### config.mk
export PLATFORM = sky130hd
export DESIGN_NAME = npc_unit
export DESIGN_NICKNAME = d
export VERILOG_FILES = /design/src/rtl/npc_pkg.sv /design/src/rtl/npc_incr.sv /design/src/rtl/npc_slot_track.sv /design/src/rtl/npc_unit.sv
export SDC_FILE = /design/constraint.sdc
export NUM_CORES = 1
export LEC_CHECK = 0
export BUFFER_PORTS_ARGS = -buffer_cell sky130_fd_sc_hd__buf_2
export CAP_MARGIN = 20
export CORE_MARGIN = 2
export CORE_UTILIZATION = 45
export CTS_CLUSTER_DIAMETER = 120
export DETAILED_ROUTE_END_ITERATION = 7
export GPL_TIMING_DRIVEN = 0
export PLACE_DENSITY = 0.8
export SLEW_MARGIN = 5
export SYNTH_ARGS = -nofsm -noshare
export SYNTH_HDL_FRONTEND = slang
export SYNTH_SLANG_ARGS = --single-unit
### constraint.sdc
create_clock -name clk -period 6.48 [get_ports clk]
set_input_delay 0.972 -clock clk [delete_from_list [all_inputs] [get_ports clk]]
set_output_delay 0.972 -clock clk [all_outputs]
set_load 0.02 [all_outputs]
### src/rtl/npc_pkg.sv
package npc_pkg;
    typedef struct packed {
        logic pend;   // a taken target waits for the slot to retire
        logic slot;   // next instruction is a delay slot
        logic kill;   // next instruction is squashed
    } slot_state_t;
endpackage

### src/rtl/npc_incr.sv
module npc_incr #(
    parameter int AW        = 32,
    parameter int FULL_STEP = 4,
    parameter int HALF_STEP = 2
) (
    input  logic [AW-1:0] cur_pc,
    input  logic          half,
    output logic [AW-1:0] seq_pc
);
    localparam logic [AW-1:0] FULL_INC = AW'(FULL_STEP);
    localparam logic [AW-1:0] HALF_INC = AW'(HALF_STEP);

    always_comb begin
        seq_pc = cur_pc + (half ? HALF_INC : FULL_INC);
    end
endmodule

### src/rtl/npc_slot_track.sv
module npc_slot_track
    import npc_pkg::*;
#(
    parameter int AW = 32
) (
    input  logic          clk,
    input  logic          rst_n,
    input  logic          retire,
    input  logic          exc_valid,
    input  logic          is_branch,
    input  logic          taken,
    input  logic          likely,
    input  logic [AW-1:0] target,
    output logic          pend,
    output logic [AW-1:0] pend_tgt,
    output logic          in_slot,
    output logic          nullify,
    output logic          unpredictable
);
    slot_state_t   st_d, st_q;
    logic [AW-1:0] tgt_d, tgt_q;
    logic          accept;

    always_comb begin
        st_d   = st_q;
        tgt_d  = tgt_q;
        accept = retire && is_branch && !st_q.slot;
        if (exc_valid) begin
            st_d = '0;
        end else if (retire) begin
            st_d.pend = accept && taken;
            st_d.slot = accept;
            st_d.kill = accept && likely && !taken;
            if (accept && taken) tgt_d = target;
        end
    end

    always_ff @(posedge clk or negedge rst_n) begin
        if (!rst_n) begin
            st_q  <= '0;
            tgt_q <= '0;
        end else begin
            st_q  <= st_d;
            tgt_q <= tgt_d;
        end
    end

    assign pend          = st_q.pend;
    assign pend_tgt      = tgt_q;
    assign in_slot       = st_q.slot;
    assign nullify       = st_q.kill;
    assign unpredictable = retire && !exc_valid && st_q.slot && is_branch;

    // a squashed instruction is always a slot
    a_r7_kill_in_slot: assert property (@(posedge clk) disable iff (!rst_n)
        st_q.kill |-> st_q.slot);
    // a waiting target is consumed by the slot's retire
    a_r4_pend_consumed: assert property (@(posedge clk) disable iff (!rst_n)
        (retire && !exc_valid && st_q.pend) |=> !st_q.pend);
    // exception clears all slot state
    a_r10_clear: assert property (@(posedge clk) disable iff (!rst_n)
        exc_valid |=> (st_q == '0));
endmodule

### src/rtl/npc_unit.sv
module npc_unit #(
    parameter int              AW       = 32,
    parameter logic [AW-1:0]   RESET_PC = 32'h0000_1000
) (
    input  logic          clk,
    input  logic          rst_n,
    input  logic          retire,
    input  logic          half_size,
    input  logic          is_branch,
    input  logic          taken,
    input  logic          likely,
    input  logic [AW-1:0] target,
    input  logic          exc_valid,
    input  logic [AW-1:0] exc_vector,
    output logic [AW-1:0] pc,
    output logic          in_slot,
    output logic          nullify,
    output logic          unpredictable
);
    logic [AW-1:0] pc_d, pc_q;
    logic [AW-1:0] seq_pc, pend_tgt;
    logic          pend;

    npc_incr #(.AW(AW)) u_incr (
        .cur_pc (pc_q),
        .half   (half_size),
        .seq_pc (seq_pc)
    );

    npc_slot_track #(.AW(AW)) u_track (
        .clk           (clk),
        .rst_n         (rst_n),
        .retire        (retire),
        .exc_valid     (exc_valid),
        .is_branch     (is_branch),
        .taken         (taken),
        .likely        (likely),
        .target        (target),
        .pend          (pend),
        .pend_tgt      (pend_tgt),
        .in_slot       (in_slot),
        .nullify       (nullify),
        .unpredictable (unpredictable)
    );

    always_comb begin
        pc_d = pc_q;
        if (exc_valid)   pc_d = exc_vector;
        else if (retire) pc_d = pend ? pend_tgt : seq_pc;
    end

    always_ff @(posedge clk or negedge rst_n) begin
        if (!rst_n) pc_q <= RESET_PC;
        else        pc_q <= pc_d;
    end

    assign pc = pc_q;

    // idle cycles hold the PC and flags
    a_r3_hold: assert property (@(posedge clk) disable iff (!rst_n)
        (!retire && !exc_valid) |=> ($stable(pc) && $stable(in_slot) && $stable(nullify)));
    // exception vector is taken
    a_r10_vector: assert property (@(posedge clk) disable iff (!rst_n)
        exc_valid |=> (pc == $past(exc_vector)));
    // sequential advance outside a slot
    a_r2_step: assert property (@(posedge clk) disable iff (!rst_n)
        (retire && !exc_valid && !in_slot) |=>
        (pc == $past(pc) + (($past(half_size)) ? AW'(2) : AW'(4))));
    // the flag only appears inside a slot
    a_r9_only_in_slot: assert property (@(posedge clk) disable iff (!rst_n)
        unpredictable |-> in_slot);
endmodule

# [Yosys cells after proc, flatten, opt, wreduce, memory -nomap -nowiden]
# Cells that the tools add are included.
[totals] ff_bits=67 out_inout_bits=35 elab_cells=26
[op_classes] addsub=1 mux=6 bitwise=1 reduce_logical=13
[op_table] cell="32-bit two-way mux" n=3
[op_table] cell="32-bit adder" n=1
[op_table] cell="3-bit two-way mux" n=3
[op_table] cell="1-bit logical AND" n=8
[op_table] cell="1-bit logical NOT" n=3
[op_table] cell="3-bit AND reduction" n=1
[op_table] cell="2-bit nonzero test" n=1
[op_table] cell="1-bit inverter" n=1

# [Depth between registers and ports, before layout]
# Gate-level depths: netlist (run 1).
[logic_depth] depth_word=6 mapped_depth=8 depth_no_buf=8

# [Cells and area by module]
# A second synthesis (run 1) with hierarchy kept.
[unflattened] cells_unflattened=348 hier_area_um2=3983.8
[by_module_without_submodules] mod="npc_unit" instances=1 cells_per_inst=177 area_per_inst_um2=1948.1 seq_area_each_um2=802.0
[by_module_without_submodules] mod="npc_slot_track" instances=1 cells_per_inst=80 area_per_inst_um2=1357.6 seq_area_each_um2=875.8
[by_module_without_submodules] mod="npc_incr" instances=1 cells_per_inst=91 area_per_inst_um2=678.2 seq_area_each_um2=0.0

# [Worst setup path before layout (run 1)]
# Ideal clock, no wire load.
[synth_path] path_kind="input-to-reg" from="input port half_size" to="register pc_q[27] (netlist: pc[27])" setup_time_ns=0.121 t_arrival_ns=2.658 slack_ns=3.701 cell_stages=8 path_buffers=0 path_cell_list="ha_1 -> inv_1 -> fa_1 -> nand4b_2 -> nor4_4 -> and2_1 -> a21oi_1 -> o22a_1"
[synth_via] elab_chain_cells=5
[synth_lines] item="start: declaration" line_no="npc_unit.sv:8" source="input logic half_size,"
[synth_lines] item="3-bit two-way mux" line_no="npc_incr.sv:14" source="seq_pc = cur_pc + (half ? HALF_INC : FULL_INC);"
[synth_lines] item="32-bit adder" line_no="npc_incr.sv:14"
[synth_lines] item="32-bit two-way mux (2 in series)" line_no="npc_unit.sv:49" source="else if (retire) pc_d = pend ? pend_tgt : seq_pc;"
[synth_lines] item="32-bit two-way mux" line_no="npc_unit.sv:48" source="if (exc_valid) pc_d = exc_vector;"
[synth_lines] item="end signal: assignment" line_no="npc_unit.sv:54" source="else pc_q <= pc_d;"
[synth_lines] item="end: declaration" line_no="npc_unit.sv:20" source="logic [AW-1:0] pc_d, pc_q;"
# No other way between the ends. The select of a mux whose other input is x is not followed.
# A chain may end at the register's enable or synchronous reset.

# [Worst setup path after layout (run 1)]
# Same ends and word-level chain as after synthesis.

==> results.toml, run 1 <==
[power]
peakVddDrop_mv = 0.1848
switchingPower_mw = 0.3577
internal-power_mw = 0.7753
cellPowerDensity_nw_per_um2 = 249.5
pwr-share-clk = 0.303
pwr-share-comb = 0.209
leakage_nw = 2.110
p_total_mw = 1.133
netSwitchingFraction = 0.3157
seqPwrFrac = 0.488

[timing]
period_share = 0.4494
final-hold-violation-count = 0
fin_skew_ps = 12.29
max_freq_mhz = 343.4
finalSetupTns_ps = 0
relSlewSlack = 0.4443
setup_slack_ps = 3568
finalCriticalPeriod_ps = 2912
tightest_slew_ps = 833.6
rsz0062_at_grt = "false"
report.final.slew_viol_count = 0
setup_viol = 0

[routing]
drc = 0
drt-vias-per-instance = 5.724
wl_per_cell_microns = 17.71
drt-pass1-iter-count = 5
drtIter0Drc = 257
antenna_left = 0
wl_mm = 10.54
num_vias = 3406

[run_status]
status = "finished, final reports clean"

[worst_setup_path]
end_kind = "flop"
crit_required_ps = 6740
cp-start-kind = "input pin"
critical-path-max-stage-delay_ps = 480
path_class = "input pin to flop"
crit_path_cell_trace = "buf_2 > ha_1 > inv_1 > fa_1 > nand4b_2 > nor4_4 > and2_1 > a21oi_1 > o22a_1"
worstSetupStartpoint = "half_size"
rr_worst_depth = 8
slowest_stage = "nor4_4"
r2r-start = "pc[1]"
cp_max_fo = 8
worstPathArrival_ps = 3170

[placed_design]
place_area_sq_um = 4359
port_buffers = 105
routabilityCongestion = 0.8830
dpl_worst_slack_ps = 3236
dpl.hpwl_mm = 7.748

[synthesis]
synth_ff_type = "dfrtp_1"
syn-num-nets = 445
syn_area_sq_um = 3700
synth_edf_count = 0
async_flop_share = 1.000
ys_warn_count = 0
synth-seq-area-share = 0.4535
syn_inst = 370
synth_cell_types = 55
synth-seq-cells = 67
syn_area_per_cell_sq_um = 9.999

[clock_network]
holdBufCountCts = 0
htree_levels = 3
clk_path_buf_depth = 2
numCtsBuffers = 9
cts_tree = "done"
clk_latency_ps = 360
cts_root_buf = "clkbuf_8"
ctsResizeCount = 0
clkTransAtPathRegs_ps = 80
postCtsSetupRepairBufs = 0
clock_sinks = 67

[global_routing]
grt_pass1_vias = 3283
busiest_layer = "met2"
grt.overflow.total = 0
antenna_found_initial = 0
grt_util_met2 = 0.3889
grt_pass1_wl_mm = 16.57
track_usage = 0.2475
met1_usage = 0.3361
grt_max_degree = 68
grt_util_met3 = 0.05188

[finish]
n_antenna_cell = 0
fin_area_sq_um = 4542
final_common_cell = "buf_2"
area_delta_synth_final_pct = 22.76
final_cell_mix = "110 x buf_2, 66 x dfrtp_1, 41 x nand2_1, 34 x mux2_2, 30 x a21oi_1"
fin_util = 0.5612
drive_gt1_frac = 0.3510
nets = 561

[die]
coreArea_sq_um = 8093
die_h_microns = 94.68
start_util = 0.4572
rows = 33
fp.dieW_microns = 94.68
ios = 107
dieArea_sq_um = 8963

[hold_path]
hp-class = "flop to flop"
min_from = "u_track.pend_tgt[18]"
worstHoldPathCells = 1

[run]
cap_violations = 0
## critical path, delay by kind of cell
family | cells | cell delay (ps)
AOI/OAI and AO/OA | 2 | 270
adders and majority gates | 2 | 620
buffers and inverters | 2 | 180
and+or+nand+nor | 3 | 1120
## cells by family after synthesis
group / count (synthesis) / share of synthesized area
and+or+nand+nor: 124 / 0.1830
muxes: 39 / 0.1170
buffers and inverters: 32 / 0.03551
DFF: 67 / 0.4535
AOI/OAI and AO/OA: 88 / 0.1586
adders and majority gates: 3 / 0.01217
xor gates and xnor gates: 17 / 0.04025
## synth_stat cells, types with 3 or more instances
master      n  area (sq um)
o221ai_1   13         113.9
o21ai_0    17         85.08
xor2_1     14         122.6
nor2b_1     3         18.77
a2bb2oi_1   3         26.28
dfrtp_1    66          1652
nor3_1      3         15.01
nand2_1    41         153.9
mux2i_1     5         50.05
nand3_1    12         60.06
mux2_2     34         382.9
xnor2_1     3         26.28
clkbuf_1   14         52.55
and3_1     20         125.1
nand4_1     8         50.05
a22oi_1     3         22.52
a21oi_1    30         150.1
inv_1       9         33.78
buf_2       6         30.03
nor2_1     21         78.83
## routing by layer
metal	routed length (microns)	share of wire	up-vias
met4	224	0.021	0
met1	4420	0.42	1650
met2	5004	0.47	156
met3	890	0.084	18
met5	0	0	-
li1	-	-	1582
## layout make-up
type / instances / area (sq um)
plain buffers: 23 / 97.59
clock buffers: 10 / 127.6
clock inverters: 5 / 55.05
fillers: 771 / 3551
inverters: 9 / 33.78
multi-input cells: 271 / 1891
flip-flops and latches: 67 / 1678
well taps: 105 / 131.4
repair buffers: 105 / 528.0
## sequential cells by signal, summed over array words and instances, names as in the netlist
register          flops
pc                   32
u_track.pend_tgt     32
u_track.in_slot       1
u_track.nullify       1
u_track.pend          1
## power by group through the flow
stage,combinational [mW],sequential [mW],clock (mW)
after floorplan,0.126,0.571,0
after global placement,0.231,0.553,0
after detailed placement,0.238,0.559,0
after CTS,0.239,0.551,0.345
after global routing,0.260,0.560,0.368
final,0.237,0.552,0.343
## through the flow
stage | cells | hold WS (ps)
detailed placement | 580 | 488.5
global placement | 580 | 480.7
global route | 595 | 512.5
finish | 595 | 500.7
CTS | 595 | 504.1
floorplan | 370 | 471.2
## worst paths after layout
| check | end | slack [ps] |
|---|---|---|
| min in group asynchronous | u_track.pend_tgt[24] | 710 |
| setup / recovery | pc[27] | 3570 |
| hold / removal | u_track.pend_tgt[18] | 500 |
| hold reg to reg | u_track.pend_tgt[18] | 500 |
| setup reg to reg | pc[27] | 3920 |
| max in group asynchronous | u_track.pend_tgt[13] | 5220 |
No activity file was read; power rests on OpenSTA's default activity.
==> run 2: changes to the inputs <==
--- a/config.mk
+++ b/config.mk
@@ -5,6 +5,7 @@
 export SDC_FILE = /design/constraint.sdc
 export NUM_CORES = 1
 export LEC_CHECK = 0
+export ABC_AREA = 1
 export BUFFER_PORTS_ARGS = -buffer_cell sky130_fd_sc_hd__buf_2
 export CAP_MARGIN = 20
 export CORE_MARGIN = 2
@@ -12,7 +13,7 @@
 export CTS_CLUSTER_DIAMETER = 120
 export DETAILED_ROUTE_END_ITERATION = 7
 export GPL_TIMING_DRIVEN = 0
-export PLACE_DENSITY = 0.8
+export PLACE_DENSITY = 0.79
 export SLEW_MARGIN = 5
 export SYNTH_ARGS = -nofsm -noshare
 export SYNTH_HDL_FRONTEND = slang
==> constraint.sdc (replaced) <==
create_clock -name clk -period 3 [get_ports clk]
set_input_delay 0.45 -clock clk [delete_from_list [all_inputs] [get_ports clk]]
set_output_delay 0.45 -clock clk [all_outputs]
set_load 0.02 [all_outputs]
==> run 2 against run 1 <==
Net effect:
- clock skew is essentially flat
- synthesized cell count grew 35%
- critical path depth grew 1
- sequential share of layout area shrank 2.1 points
- critical path type is now flop to flop
- largest power group unchanged
==> results.toml, run 2 <==
[timing]
tightest_slew_ps = 873.6
final-hold-violation-count = 0
relSlewSlack = 0.4176
finalCriticalPeriod_ps = 2346
fin_skew_ps = 12.38
period_share = 0.7818
setup_viol = 0
finalSetupTns_ps = 0
report.final.slew_viol_count = 0
rsz0062_at_grt = "false"
max_freq_mhz = 426.3

[synthesis]
async_flop_share = 1.000
yosys-top-cells-count = "132 x nand2_1, 96 x nor2_1, 66 x dfrtp_1"
syn_area_sq_um = 3970
synth_area_leader_cell = "dfrtp_1"
synth_xor_area_frac = 0.02427
synth_cell_types = 34
yosysMostFrequentCell = "nand2_1"
synthMuxAreaShare = 0.08415
syn-num-nets = 576
synth_ff_type = "dfrtp_1"
synth_compound_area_frac = 0.1087
synth-seq-cells = 67
synth_simple_gate_area_frac = 0.2868
ys_warn_count = 0
yosys-top-cells-area = "dfrtp_1 42%, nand2_1 12%, nor2_1 9.1%"
syn_inst = 501
syn_area_per_cell_sq_um = 7.924
yosys.area.top_type_share = 0.4160
synth-adder-area-share = 0.01135
synth_top_family_by_area = "simple AND/OR/NAND/NOR gates"
synth-seq-area-share = 0.4226
synth_edf_count = 0

[clock_network]
htree_levels = 3
postCtsSetupRepairBufs = 0
ctsResizeCount = 0
clk_latency_ps = 340
holdBufCountCts = 0
cts_tree = "done"
numCtsBuffers = 9
cts_root_buf = "clkbuf_8"
clkTransAtPathRegs_ps = 80
clock_sinks = 67
clk_path_buf_depth = 2

[routing]
drc = 0
drt-pass1-iter-count = 6
antenna_left = 0
drt-vias-per-instance = 5.373
wl_per_cell_microns = 16.93
drtIter0Drc = 202
wl_mm = 12.36
num_vias = 3922

[worst_setup_path]
worstPathArrival_ps = 2570
rr_worst_depth = 10
r2r_end = "pc[11]"
slowest_stage = "fa_1"
crit_path_cell_trace = "ha_1 > inv_1 > fa_1 > inv_1 > nand3_1 > nor2_1 > nand2_1 > xnor2_1 > o21ai_0 > nand3_1"
end_kind = "flop"
path_class = "flop to flop"
crit_family = "simple AND/OR/NAND/NOR gates"
critical-path-max-stage-delay_ps = 460
r2r_slack_ps = 650
cp_max_fo = 5
r2r-start = "pc[1]"
crit_required_ps = 3230
cp-start-kind = "flop"
path_buf_inv = 2

[die]
ios = 107
coreArea_sq_um = 8636
die_h_microns = 97.93
rows = 34
dieArea_sq_um = 9589
start_util = 0.4597
fp.dieW_microns = 97.93

[run]
cap_violations = 0

[finish]
drive_gt1_frac = 0.2540
n_antenna_cell = 0
nets = 692
area_delta_synth_final_pct = 21.37
stdcell_count = 730
final_cell_mix = "132 x nand2_1, 107 x buf_2, 96 x nor2_1, 66 x dfrtp_1, 32 x inv_1"
fillCellCount = 820
final_common_cell = "nand2_1"

[global_routing]
grt.overflow.total = 0
grt_pass1_vias = 3879
grt_pass1_wl_mm = 19.95
track_usage = 0.2646
antenna_found_initial = 0
grt_max_degree = 68

[placed_design]
place_inst = 714
dpl.hpwl_mm = 9.161
routabilityCongestion = 0.9361
port_buffers = 105

[power]
leakage_nw = 2.415
peakVddDrop_mv = 0.2761
cellPowerDensity_nw_per_um2 = 532.6

[hold_path]
hp-class = "input pin to async pin"

[run_status]
status = "finished, final reports clean"
==> run 2: cell type report <==
type                       instances  area [sq um]  area share
buffer                            20         116.4     0.02415
sequential                        67          1678      0.3482
multi-input combinational        380          2046      0.4246
clock inverter                     5         53.80     0.01117
timing repair buffer             105         528.0      0.1096
clock buffer                      11         131.4     0.02727
inverter                          34         130.1     0.02701
tap                              108         135.1     0.02804
==> run 2: kinds of logic after synthesis <==
family,after synthesis
XOR/XNOR,11
buffers and inverters,54
multiplexers,23
adder cells (fa/ha/maj),3
flip-flops,67
AND/OR/NAND/NOR,274
AO/OA/AOI/OAI,69
==> run 2: stage by stage <==
stage	setup WS, ps	hold WS [ps]	power [mW]	utilization	cell area [sq um]
floorplan	890.6	154.4	1.588	-	3970
global placement	464.8	470.3	1.813	0.5362	4631
detailed placement	452.6	493.5	1.832	0.5365	4633
CTS	631.0	245.3	2.571	0.5580	4818
global route	371.6	280.8	2.695	0.5580	4818
finish	654.5	198.0	2.566	0.5580	4818
==> run 2: worst max-delay path by stage <==
stage | from | end | slack (ps) | cells after the start
2_1_floorplan | pc[1] | pc[11] | 890 | 10
5_1_grt | pc[1] | pc[11] | 370 | 10
4_1_cts | pc[1] | pc[11] | 630 | 10
3_5_place_dp | half_size | pc[11] | 450 | 11
6_report | pc[1] | pc[11] | 650 | 10
3_3_place_gp | half_size | pc[11] | 460 | 11
==> run 2: routing by layer <==
metal	vias to the layer above	share of wire	wire [microns]	global-route usage
met4	0	0.021	261	0.08333
met1	1864	0.45	5543	0.3699
met5	-	0	0	0
met3	24	0.062	763	0.04295
li1	1879	-	-	-
met2	155	0.47	5788	0.4236
==> run 2: report_power, final <==
part | total [mW] | leakage, nW | switching [mW] | internal [mW]
Clock | 0.742 | 0.0971 | 0.360 | 0.382
Combinational | 0.617 | 1.52 | 0.338 | 0.279
Sequential | 1.21 | 0.796 | 0.146 | 1.06
Total | 2.57 | 2.42 | 0.845 | 1.72
==> run 3: changes to the inputs <==
--- a/config.mk
+++ b/config.mk
@@ -13,7 +13,7 @@
 export CTS_CLUSTER_DIAMETER = 120
 export DETAILED_ROUTE_END_ITERATION = 7
 export GPL_TIMING_DRIVEN = 0
-export PLACE_DENSITY = 0.79
+export PLACE_DENSITY = 0.82
 export SLEW_MARGIN = 5
 export SYNTH_ARGS = -nofsm -noshare
 export SYNTH_HDL_FRONTEND = slang
==> constraint.sdc (replaced) <==
create_clock -name clk -period 1.95 [get_ports clk]
set_input_delay 0.2925 -clock clk [delete_from_list [all_inputs] [get_ports clk]]
set_output_delay 0.2925 -clock clk [all_outputs]
set_load 0.02 [all_outputs]
==> run 3 against run 2 <==
Net effect:
- design area is 4.8% higher
- die area unchanged
- sequential cell count stayed put
- critical path depth rose by 2
- clock power is 110% higher
- sequential power is 54% higher
- critical path type unchanged
- largest power group unchanged
- sequential share of layout area shrank 1.6 points
- power up 73%
- non-clock buffer count up 8
==> results.toml, run 3 (synthesized netlist as in run 2, its figures left out) <==
[global_routing]
track_usage = 0.2644
grt_max_degree = 68
grt.overflow.total = 0
antenna_found_initial = 0
grt_pass1_wl_mm = 19.91
grt_pass1_vias = 4009

[clock_network]
clk_path_buf_depth = 2
htree_levels = 3
numCtsBuffers = 9
clkTransAtPathRegs_ps = 80
clk_latency_ps = 360
clock_sinks = 67
cts_root_buf = "clkbuf_8"
cts_tree = "done"
holdBufCountCts = 0

[run_status]
status = "finished, final reports clean"

[worst_setup_path]
r2r_end = "pc[23]"
r2r_slack_ps = 3
end_kind = "flop"
path_buf_inv = 3
critical-path-max-stage-delay_ps = 450
worstPathArrival_ps = 2180
rr_worst_depth = 12
crit_path_cell_trace = "ha_4 > inv_2 > fa_2 > inv_4 > nand3_4 > nor2_4 > buf_6 > nand2_2 > nand2_1 > nand3_1 > nand2_1 > nand3_1"
slowest_stage = "fa_2"
r2r-start = "pc[1]"
endpoint = "pc[23]"
path_class = "flop to flop"
crit_family = "adder cells"
cp-start-kind = "flop"
crit_cells = 12
worstSetupStartpoint = "pc[1]"
crit_required_ps = 2180
cp_max_fo = 4

[power]
cellPowerDensity_nw_per_um2 = 877.0
leakage_nw = 2.501
peakVddDrop_mv = 0.4521
p_total_mw = 4.429

[timing]
relSlewSlack = 0.4258
setup_viol = 0
rsz0062_at_grt = "true"
setup_slack_ps = 3.070
final-hold-violation-count = 0
report.final.slew_viol_count = 0
max_freq_mhz = 513.6
period_share = 0.9984
finalSetupTns_ps = 0
finalCriticalPeriod_ps = 1947
tightest_slew_ps = 861.4
fin_skew_ps = 12.87

[routing]
antenna_left = 0
drtIter0Drc = 269
drt-vias-per-instance = 5.407
wl_mm = 12.39
num_vias = 3990
drt-pass1-iter-count = 5
wl_per_cell_microns = 16.79
drc = 0

[die]
start_util = 0.4597
dieArea_sq_um = 9589
rows = 34
ios = 107
coreArea_sq_um = 8636
fp.dieW_microns = 97.93
die_h_microns = 97.93

[finish]
nets = 700
drive_gt1_frac = 0.2921
final_common_cell = "nand2_1"
area_delta_synth_final_pct = 27.20
stdcell_count = 738
final_cell_mix = "128 x nand2_1, 107 x buf_2, 91 x nor2_1, 65 x dfrtp_1, 30 x inv_1"
n_antenna_cell = 0

[placed_design]
port_buffers = 105
dpl.hpwl_mm = 9.263
routabilityCongestion = 0.9840
place_inst = 714
dpl_worst_slack_ps = -208.7

[run]
cap_violations = 0

[hold_path]
hp-class = "input pin to async pin"
## run 3: cell types whose count changed in the layout (fill, tap and decap cells not counted), sizes merged
cell / before / now
buf: 114 / 121
bufinv: 1 / 4
clkinv: 4 / 2
## run 3: per-stage QoR
step | utilization | hold WS (ps) | cell area [sq um]
floorplan | - | -3.091 | 3981
global placement | 0.5375 | 484.3 | 4642
detailed placement | 0.5378 | 458.9 | 4644
CTS | 0.5706 | 77.44 | 4927
global route | 0.5848 | 111.9 | 5050
finish | 0.5848 | 39.92 | 5050
## run 3: layout make-up
cell class | count | area, sq um
fill | 827 | 3586
timing repair buffer | 113 | 591.8
clock buffer | 10 | 127.6
clock inverter | 6 | 137.6
inverter | 34 | 132.6
multi-input combinational | 380 | 2128
tap | 108 | 135.1
buffer | 20 | 117.6
sequential | 67 | 1679
## run 3: power by group
group          internal (mW)  switching (mW)
registers               1.63           0.233
clock network          0.984           0.579
logic                  0.462           0.539
## run 3: how the worst min path moves through the flow
stage,from,to
2_1_floorplan,rst_n,pc[0]
3_3_place_gp,u_track.nullify,u_track.nullify
3_5_place_dp,rst_n,u_track.pend_tgt[3]
4_1_cts,rst_n,u_track.pend_tgt[3]
5_1_grt,rst_n,u_track.pend_tgt[3]
6_report,rst_n,u_track.pend_tgt[3]
## run 3: repair_timing
action	CTS	global route
hold endpoints to repair	0	0
setup buffers	0	8
resized for setup	6	17
pin swaps	1	9
setup endpoints to repair	11	22
## run 3: metal layers
layer  GRT usage  routed length [microns]  share of wire
met3     0.05011                      793          0.064
met2      0.4352                     6052           0.49
met4      0.1218                      399          0.032
met1      0.3381                     5147           0.42
met5           0                        0              0
